[config.mk]
export PLATFORM = sky130hd
export DESIGN_NAME = fact_accel_top
export DESIGN_NICKNAME = d
export VERILOG_FILES = /design/src/rtl/fact_accel_pkg.sv /design/src/rtl/fact_engine.sv /design/src/rtl/fact_irq_ctrl.sv /design/src/rtl/fact_accel_top.sv
export SDC_FILE = /design/constraint.sdc
export NUM_CORES = 2
export LEC_CHECK = 0
export BUFFER_PORTS_ARGS = -buffer_cell sky130_fd_sc_hd__buf_2
export CORE_MARGIN = 2
export CORE_UTILIZATION = 28
export CTS_CLUSTER_DIAMETER = 100
export DETAILED_ROUTE_END_ITERATION = 7
export PLACE_DENSITY = 0.47
export SLEW_MARGIN = 40
export SYNTH_ARGS = -nofsm -noshare
export SYNTH_HDL_FRONTEND = slang
export SYNTH_SLANG_ARGS = --single-unit
[constraint.sdc]
create_clock -name clk -period 6.45 [get_ports clk]
set_clock_uncertainty 0.05 [all_clocks]
set_input_delay 0.9675 -clock clk [delete_from_list [all_inputs] [get_ports clk]]
set_output_delay 0.9675 -clock clk [all_outputs]
set_load 0.1 [all_outputs]
[src/rtl/fact_accel_pkg.sv]
// Shared constants for the factorial accelerator: widths, register
// offsets and fixed values. Assumes byte offsets fit in ADDR_W bits.
package fact_accel_pkg;
    localparam int DATA_W = 32;
    localparam int ADDR_W = 8;
    localparam int SIZE_W = 3;

    localparam logic [SIZE_W-1:0] FULL_BYTES = 3'd4;

    localparam logic [ADDR_W-1:0] OFF_IDENT  = 8'h00;
    localparam logic [ADDR_W-1:0] OFF_LIVE   = 8'h04;
    localparam logic [ADDR_W-1:0] OFF_VALUE  = 8'h08;
    localparam logic [ADDR_W-1:0] OFF_STATUS = 8'h20;
    localparam logic [ADDR_W-1:0] OFF_ISTAT  = 8'h24;
    localparam logic [ADDR_W-1:0] OFF_ISET   = 8'h60;
    localparam logic [ADDR_W-1:0] OFF_ICLR   = 8'h64;

    localparam logic [DATA_W-1:0] IDENT_WORD = 32'h0100_00ED;
    localparam int BUSY_BIT = 0;
    localparam int IEN_BIT  = 7;
    localparam int DONE_SRC = 0;
endpackage

[src/rtl/fact_engine.sv]
// Sequential factorial engine. A start pulse while idle latches the
// operand and starts a loop of one multiply per clock, counting down to 1.
// value_o shows the operand while busy and the result after completion.
// Assumes start_i is only meaningful while idle; it is ignored when busy.
module fact_engine #(
    parameter int W = 32
) (
    input  logic         clk,
    input  logic         rst_n,
    input  logic         start_i,
    input  logic [W-1:0] operand_i,
    output logic         busy_o,
    output logic         fin_o,
    output logic [W-1:0] value_o
);
    localparam logic [W-1:0] ONE = W'(1);

    logic [W-1:0] acc_q;
    logic [W-1:0] cnt_q;

    // Finish when the countdown has reached 1 (or started at 0).
    assign fin_o = busy_o && (cnt_q <= ONE);

    // Load, multiply down, and publish the result.
    always_ff @(posedge clk) begin
        if (!rst_n) begin
            busy_o  <= 1'b0;
            acc_q   <= '0;
            cnt_q   <= '0;
            value_o <= '0;
        end else if (!busy_o) begin
            if (start_i) begin
                busy_o  <= 1'b1;
                acc_q   <= ONE;
                cnt_q   <= operand_i;
                value_o <= operand_i;
            end
        end else if (fin_o) begin
            busy_o  <= 1'b0;
            value_o <= acc_q;
        end else begin
            acc_q <= acc_q * cnt_q;
            cnt_q <= cnt_q - ONE;
        end
    end


    hold_chk: assert property (@(posedge clk) disable iff (!rst_n)
        busy_o && !fin_o |=> busy_o && $stable(value_o));

    fin_chk: assert property (@(posedge clk) disable iff (!rst_n)
        fin_o |=> !busy_o);
endmodule

[src/rtl/fact_irq_ctrl.sv]
// Interrupt status aggregation. Each cycle, the bits in clr_i are removed
// and then the bits in set_i are added, so a set beats a clear of the same
// bit. The line is high while any status bit is set.
module fact_irq_ctrl #(
    parameter int W = 32
) (
    input  logic         clk,
    input  logic         rst_n,
    input  logic [W-1:0] set_i,
    input  logic [W-1:0] clr_i,
    output logic [W-1:0] status_o,
    output logic         irq_o
);
    // Apply the clear mask, then the set mask.
    always_ff @(posedge clk) begin
        if (!rst_n) status_o <= '0;
        else        status_o <= (status_o & ~clr_i) | set_i;
    end

    // Reduce the status word to one level line.
    assign irq_o = |status_o;


    set_wins_chk: assert property (@(posedge clk) disable iff (!rst_n)
        (set_i != '0) |=> ((status_o & $past(set_i)) == $past(set_i)));

    clr_chk: assert property (@(posedge clk) disable iff (!rst_n)
        ((clr_i & ~set_i) != '0) |=> ((status_o & $past(clr_i & ~set_i)) == '0));
endmodule

[src/rtl/fact_accel_top.sv]
// Register-port top of the factorial accelerator. Decodes 4-byte accesses,
// holds the liveness and enable registers, and routes completion and
// host set/clear writes into the interrupt controller. Read data is
// registered: it is valid one cycle after the request.
module fact_accel_top
    import fact_accel_pkg::*;
(
    input  logic              clk,
    input  logic              rst_n,
    input  logic              req_valid,
    input  logic              req_write,
    input  logic [ADDR_W-1:0] req_addr,
    input  logic [SIZE_W-1:0] req_bytes,
    input  logic [DATA_W-1:0] req_wdata,
    output logic              rd_valid,
    output logic [DATA_W-1:0] rd_data,
    output logic              irq
);
    logic              full_sz;
    logic              wr_ok;
    logic              rd_req;
    logic [DATA_W-1:0] live_q;
    logic              ien_q;
    logic              busy;
    logic              fin;
    logic [DATA_W-1:0] value;
    logic [DATA_W-1:0] istat;
    logic [DATA_W-1:0] set_vec;
    logic [DATA_W-1:0] clr_vec;
    logic [DATA_W-1:0] status_word;
    logic [DATA_W-1:0] rd_mux;

    assign full_sz = (req_bytes == FULL_BYTES);
    assign wr_ok   = req_valid && req_write && full_sz;
    assign rd_req  = req_valid && !req_write;

    fact_engine #(.W(DATA_W)) u_engine (
        .clk      (clk),
        .rst_n    (rst_n),
        .start_i  (wr_ok && (req_addr == OFF_VALUE)),
        .operand_i(req_wdata),
        .busy_o   (busy),
        .fin_o    (fin),
        .value_o  (value)
    );

    // Gather interrupt sources: host OR-set plus enabled completion.
    always_comb begin
        set_vec = '0;
        if (wr_ok && (req_addr == OFF_ISET)) set_vec = req_wdata;
        if (fin && ien_q) set_vec[DONE_SRC] = 1'b1;
        clr_vec = (wr_ok && (req_addr == OFF_ICLR)) ? req_wdata : '0;
    end

    fact_irq_ctrl #(.W(DATA_W)) u_irq (
        .clk     (clk),
        .rst_n   (rst_n),
        .set_i   (set_vec),
        .clr_i   (clr_vec),
        .status_o(istat),
        .irq_o   (irq)
    );

    // Liveness and interrupt-enable registers.
    always_ff @(posedge clk) begin
        if (!rst_n) begin
            live_q <= '0;
            ien_q  <= 1'b0;
        end else if (wr_ok) begin
            if (req_addr == OFF_LIVE)   live_q <= ~req_wdata;
            if (req_addr == OFF_STATUS) ien_q  <= req_wdata[IEN_BIT];
        end
    end

    // Assemble the status word from busy and enable.
    always_comb begin
        status_word = '0;
        status_word[BUSY_BIT] = busy;
        status_word[IEN_BIT]  = ien_q;
    end

    // Select read data; narrow and unmapped reads give all ones.
    always_comb begin
        rd_mux = '1;
        if (full_sz) begin
            case (req_addr)
                OFF_IDENT:  rd_mux = IDENT_WORD;
                OFF_LIVE:   rd_mux = live_q;
                OFF_VALUE:  rd_mux = value;
                OFF_STATUS: rd_mux = status_word;
                OFF_ISTAT:  rd_mux = istat;
                default:    rd_mux = '1;
            endcase
        end
    end

    // Register the read response.
    always_ff @(posedge clk) begin
        if (!rst_n) begin
            rd_valid <= 1'b0;
            rd_data  <= '0;
        end else begin
            rd_valid <= rd_req;
            if (rd_req) rd_data <= rd_mux;
        end
    end


    ident_chk: assert property (@(posedge clk) disable iff (!rst_n)
        rd_req && full_sz && (req_addr == OFF_IDENT) |=> rd_valid && (rd_data == IDENT_WORD));

    live_chk: assert property (@(posedge clk) disable iff (!rst_n)
        wr_ok && (req_addr == OFF_LIVE) |=> (live_q == ~$past(req_wdata)));

    ien_chk: assert property (@(posedge clk) disable iff (!rst_n)
        !(wr_ok && (req_addr == OFF_STATUS)) |=> $stable(ien_q));

    narrow_chk: assert property (@(posedge clk) disable iff (!rst_n)
        rd_req && !full_sz |=> rd_valid && (rd_data == '1));

    irq_rise_chk: assert property (@(posedge clk) disable iff (!rst_n)
        $rose(irq) |-> ($past(set_vec) != '0));
endmodule

After elaboration in Yosys (flattened, before gate mapping)
Index checks and enable logic that the tools add are counted.
{ "totals": {"regBits": 195, "latch_bits": 0, "ram_bits": 0, "romBits": 0, "inputBits": 47, "word_cells": 57, "memories": 0} }
{ "classes": {"add_sub_neg": 1, "multipliers": 1, "div": 0, "order_cmp": 1, "eq_ne": 9, "shift": 0, "n_mux": 16, "bitwise_logic": 4, "reduce_logical": 16} }
{ "ops": {"columns": ["operator", "n"], "rows": [
  ["$mux W32", 11],
  ["$pmux W32 S5", 1],
  ["$not A32 Y32", 2],
  ["$and A32 B32 Y32", 1],
  ["$le A32 B1 Y1 const B", 1],
  ["$mul A32 B32 Y32", 1],
  ["$or A32 B32 Y32", 1],
  ["$reduce_or A32 Y1", 1],
  ["$sub A32 B1 Y32 const B", 1],
  ["$eq A8 B6 Y1 const B", 2],
  ["$eq A8 B7 Y1 const B", 2],
  ["$eq A8 B3 Y1 const B", 1],
  ["$eq A8 B4 Y1 const B", 1],
  ["$logic_and A1 B1 Y1", 8],
  ["$logic_not A8 Y1", 1],
  ["$reduce_and A2 Y1", 4],
  ["$mux W1", 4],
  ["$ne A2 B2 Y1 const B", 2],
  ["$eq A3 B3 Y1 const B", 1],
  ["$reduce_bool A2 Y1", 1],
  ["$logic_not A1 Y1", 1]
]} }

Depth between registers and ports, before layout
{ "depth": {"word_depth": 7, "depth_mapped": 26, "mapped_depth_nobuf": 24} }

Hierarchy
A second synthesis with hierarchy kept.
{ "unflattened": {"cells_unflattened": 2837, "hier_area_um2": 25134.1} }
{ "modules_own_cells": {"columns": ["mod", "n_inst", "cells_each", "area_per_inst_um2", "seq_area_each_um2"], "rows": [
  ["fact_engine", 1, 2331, 20450.9, 1941.9],
  ["fact_accel_top", 1, 396, 3509.6, 1321.3],
  ["fact_irq_ctrl", 1, 110, 1173.6, 640.6]
]} }

Least setup slack after synthesis
No wires, ideal clock.
{ "synth_path": {"kind": "reg2reg", "from": "reg u_engine.cnt_q[8]", "to": "reg u_engine.acc_q[30]", "setup_ns": 0.087, "arrival_time_ns": 6.727, "setup_slack_ns": -0.414, "path_stages_with_launch": 25, "cell_sequence": "dfxtp_1 -> clkbuf_1 -> clkbuf_1 -> nand2_1 -> fa_1 -> inv_1 -> fa_1 -> fa_1 -> inv_1 -> fa_1 -> inv_1 -> fa_1 -> inv_1 -> fa_1 -> inv_1 -> fa_1 -> fa_1 -> ha_1 -> a21o_1 -> a21oi_1 -> o21ai_0 -> a221o_1 -> o2111a_1 -> o31a_1 -> o31ai_1"} }
{ "synth_between": {"elab_chain_cells": 4, "elab_cells_between_ends": 7, "cone_classes": "1 x mul; 1 x order compare; 1 x eq/ne; 2 x mux; 2 x reduce/logical"} }
{ "synth_rtl": {"columns": ["item", "line", "source"], "rows": [
  ["start: declaration", "fact_engine.sv:19", "logic [W-1:0] cnt_q;"],
  ["start signal: assignment", "fact_engine.sv:35", "cnt_q <= operand_i;"],
  ["start signal: assignment", "fact_engine.sv:43", "cnt_q <= cnt_q - ONE;"],
  ["parallel branches: the longest is 4 deep, another holds $mul A32 B32 Y32", null, null],
  ["end signal: assignment", "fact_engine.sv:42", "acc_q <= acc_q * cnt_q;"],
  ["end: declaration", "fact_engine.sv:18", "logic [W-1:0] acc_q;"]
]} }
Several ways; the timed one is not identified. The select of a mux whose other input is x is not followed.
A chain may end at the register's enable or synchronous reset.

Final worst setup path
{ "layout_path": {"from": "reg u_engine.acc_q[17]", "to": "reg u_engine.acc_q[28]"} }
{ "layout_between": {"elab_chain_cells": 3} }
{ "layout_rtl": {"columns": ["item", "line", "source"], "rows": [
  ["$mul A32 B32 Y32", "fact_engine.sv:42", null],
  ["$mux W32", "fact_engine.sv:38", "end else if (fin_o) begin"],
  ["$mux W32", "fact_engine.sv:31", "end else if (!busy_o) begin"]
]} }
No other way between the ends. The select of a mux whose other input is x is not followed.

==> impl_metrics.py <==
metrics = {
    "run_status": {
        "outcome": "finished with violations",
        "violations": "negative setup slack",
    },
    "worst_setup_path": {
        "path_max_fanout": 3,
        "critPathCaptureType": "register",
        "cp.arrival_ns": 7.03,
        "path_class": "reg2reg",
        "required_ns": 6.77,
        "startpoint_type": "register",
    },
    "global_routing": {
        "met2_usage_pct": 29.4,
        "first_global_vias": 20458,
        "grt_max_degree": 67,
        "antenna_found_initial": 4,
        "use_met3_pct": 2.11,
        "overflow": 0,
        "gr-usage-met1_pct": 26.1,
        "grt_pass1_wl_um": 126000,
        "grt_usage_pct": 18.3,
        "busiest_layer": "met2",
    },
    "die": {
        "ioPinCount": 81,
        "die_h_um": 298,
        "die_area_mm2": 0.0889,
        "die_w_um": 298,
        "initial_core_util_pct": 28.4,
        "rows": 107,
        "core_area_mm2": 0.0854,
    },
    "clocking": {
        "cts_tree": "built",
        "clockRootBuffer": "clkbuf_16",
        "h-tree-depth": 4,
        "cts_made_buffers": 17,
        "clk_latency_ns": 0.47,
        "cts_max_path_buffers": 2,
        "clock-sinks": 195,
        "clk_transition_reported_paths_ns": 0.08,
    },
    "sta": {
        "finalSetupTns_ns": -1.35,
        "final.period_utilization_pct": 104,
        "hold_viol": 0,
        "period_needed_ns": 6.71,
        "setup_ws_ns": -0.259,
        "fmax_mhz": 149,
        "relSlewSlack_pct": 46.1,
        "rsz0062_at_grt": "yes",
        "setup_violations": 10,
        "tightest_slew_ns": 0.809,
        "final_max_slew_viol_count": 0,
    },
    "route": {
        "drc_errors": 0,
        "dr.first_iter.drc_count": 1247,
        "routed_wl_um": 79500,
        "vias": 19272,
        "wl_per_cell_um": 19.5,
        "ant_nets": 0,
        "drt-vias-per-instance": 4.72,
        "first_pass_iters": 6,
    },
    "yosys": {
        "synth_edf_count": 0,
        "ys_warn_count": 0,
        "seq_area_frac_synth_pct": 16.1,
        "ys_types": 68,
        "ys_ff_latch": 195,
        "postSynthCellCount": 2740,
        "synth-async-reset-ratio_pct": 0,
        "synth_area_per_cell_um2": 8.85,
        "netlist_area_mm2": 0.0242,
        "synthFlopType": "dfxtp_1",
        "synth_nets": 3320,
    },
    "hold_path": {
        "min_path_type": "reg2reg",
    },
    "placed_design": {
        "io_buffers": 80,
        "place_congestion": 0.865,
        "detailed_place_hpwl_um": 64200,
        "place_ws_ns": -0.572,
    },
    "cells_and_area": {
        "final_layout_size_suffix_gt1_share_pct": 18.3,
        "final_nets": 3506,
        "fillers": 9074,
        "area_delta_synth_final_pct": 19.7,
    },
    "run": {
        "cap_violations": 0,
    },
    "power_and_ir_drop": {
        "p_leak_uw": 0.0130,
        "vdd_drop_max_uv": 245,
        "power_density_mw_per_mm2": 90.8,
    },
}
-- cells in the final DEF (no fill, tap or decap), types with 23 or more instances in the layout --
cell,instances
dfxtp_1,168
o21ai_0,71
inv_1,387
buf_12,23
nand2_1,308
a21oi_1,81
a211oi_1,66
a222oi_1,32
ha_1,110
nor2b_1,23
fa_1,376
mux2i_1,28
xnor2_1,56
buf_4,235
buf_2,80
and2_1,311
fa_2,32
nor2_1,154
a22oi_1,55
-- registers in the layout, summed over array words and instances (netlist names) --
name and count:
ien_q 1, live_q 32, rd_data 32, rd_valid 1, u_engine.acc_q 32, u_engine.busy_o 1
u_engine.cnt_q 32, u_engine.value_o 32, u_irq.status_o 32
-- logic make-up (layout without fill, tap and decap cells) --
group,Yosys count,in the layout,synth area share (%)
and+or+nand+nor,896,896,18.5
AOI/OAI and AO/OA,427,427,12.0
muxes,28,28,1.16
other,0,3,0
DFF,195,195,16.1
buffers and inverters,586,785,9.35
adders and majority gates,533,533,40.1
xor gates and xnor gates,75,75,2.77
-- critical path, stage by stage (launching register included) --
cell and delay [ns]:
dfxtp_4 0.37, buf_4 0.13, and2_1 0.15, fa_1 0.53
inv_1 0.05, fa_1 0.55, fa_2 0.49, fa_1 0.49
inv_1 0.05, fa_1 0.46, fa_2 0.59, fa_1 0.45
fa_1 0.55, ha_4 0.22, a21o_1 0.16, a21oi_2 0.17
o21ai_2 0.09, a221o_1 0.35, o21a_1 0.21, o21a_1 0.22
o31ai_4 0.26
-- final cells by class --
class / instances / area [um^2] / area share [%]
timing repair buffer: 361 / 2880 / 9.93
multi-input combinational: 1959 / 18600 / 64.1
sequential: 195 / 3990 / 13.7
antenna: 3 / 7.51 / 0.0259
tap: 1144 / 1430 / 4.93
clock inverter: 14 / 218 / 0.751
inverter: 392 / 1470 / 5.08
clock buffer: 18 / 429 / 1.48
-- path summary, 6_finish.rpt --
check / from / endpoint / slack, ns / cells after the start
worst max-delay path: u_engine.acc_q[17]$_SDFFE_PN0P_ / u_engine.acc_q[28]$_SDFFE_PN0P_ / -0.26 / 20
worst min-delay path: live_q[25]$_SDFFE_PN0P_ / live_q[25]$_SDFFE_PN0P_ / 0.45 / 2
worst max register to register: u_engine.acc_q[17]$_SDFFE_PN0P_ / u_engine.acc_q[28]$_SDFFE_PN0P_ / -0.26 / 20
worst min register to register: live_q[25]$_SDFFE_PN0P_ / live_q[25]$_SDFFE_PN0P_ / 0.45 / 2
-- repair_timing --
item / in CTS / in global routing
setup buffers: 8 / 8
pin swaps: 45 / 37
gates resized for setup: 79 / 74
endpoints found under the setup margin: 20 / 19
hold buffers: 0 / 0
-- per-layer routing --
layer / up-vias / share of wire, % / wire (um)
met4: 2 / 2.1 / 1630
met3: 58 / 4.4 / 3460
met1: 9722 / 48 / 37900
met5: - / 0.0063 / 5
li1: 9075 / - / -
met2: 415 / 46 / 36600
-- report_power, final --
part           switching, uW  internal (uW)
clock                    571            634
combinational            175           39.5
sequential              6.80           1210
-- cell usage after synthesis, drive strengths merged, types with 3 or more instances --
cell / number / area share (%)
and2: 323 / 8.3
inv: 392 / 6.1
a32oi: 4 / 0.14
o211ai: 3 / 0.093
a21o: 14 / 0.43
ha: 125 / 6.5
nand4: 9 / 0.29
o221a: 4 / 0.19
a222oi: 32 / 1.3
nor2: 160 / 2.5
fa: 408 / 34
a211oi: 66 / 2.0
or2: 3 / 0.077
o31ai: 11 / 0.34
and3: 8 / 0.21
o21a: 12 / 0.37
a41oi: 6 / 0.22
clkbuf: 172 / 2.7
a21boi: 9 / 0.28
o21ai: 79 / 1.6
a22oi: 55 / 1.7
mux2i: 28 / 1.2
a21oi: 92 / 1.9
xor2: 18 / 0.65
nor3: 15 / 0.31
nor2b: 24 / 0.62
xnor2: 56 / 2.0
nand2: 311 / 4.8
buf: 22 / 0.62
a31oi: 10 / 0.26
nor4: 18 / 0.59
o211a: 5 / 0.21
nor3b: 5 / 0.15
nand3: 6 / 0.12
o22ai: 6 / 0.15
dfxtp: 195 / 16
or3: 8 / 0.23
-- through the flow --
stage	total power [uW]	hold slack [ns]	instance area (um^2)	cells	utilization, %
3_5_place_dp	1470	0.435	27700	4036	32.4
2_1_floorplan	1400	0.397	24500	2740	-
3_3_place_gp	1470	0.415	27700	4036	32.4
4_1_cts	2660	0.451	28700	4076	33.6
6_report	2630	0.449	29000	4086	34.0
5_1_grt	2710	0.466	29000	4083	33.9
Note: power is estimated with default switching activity, not from simulation.
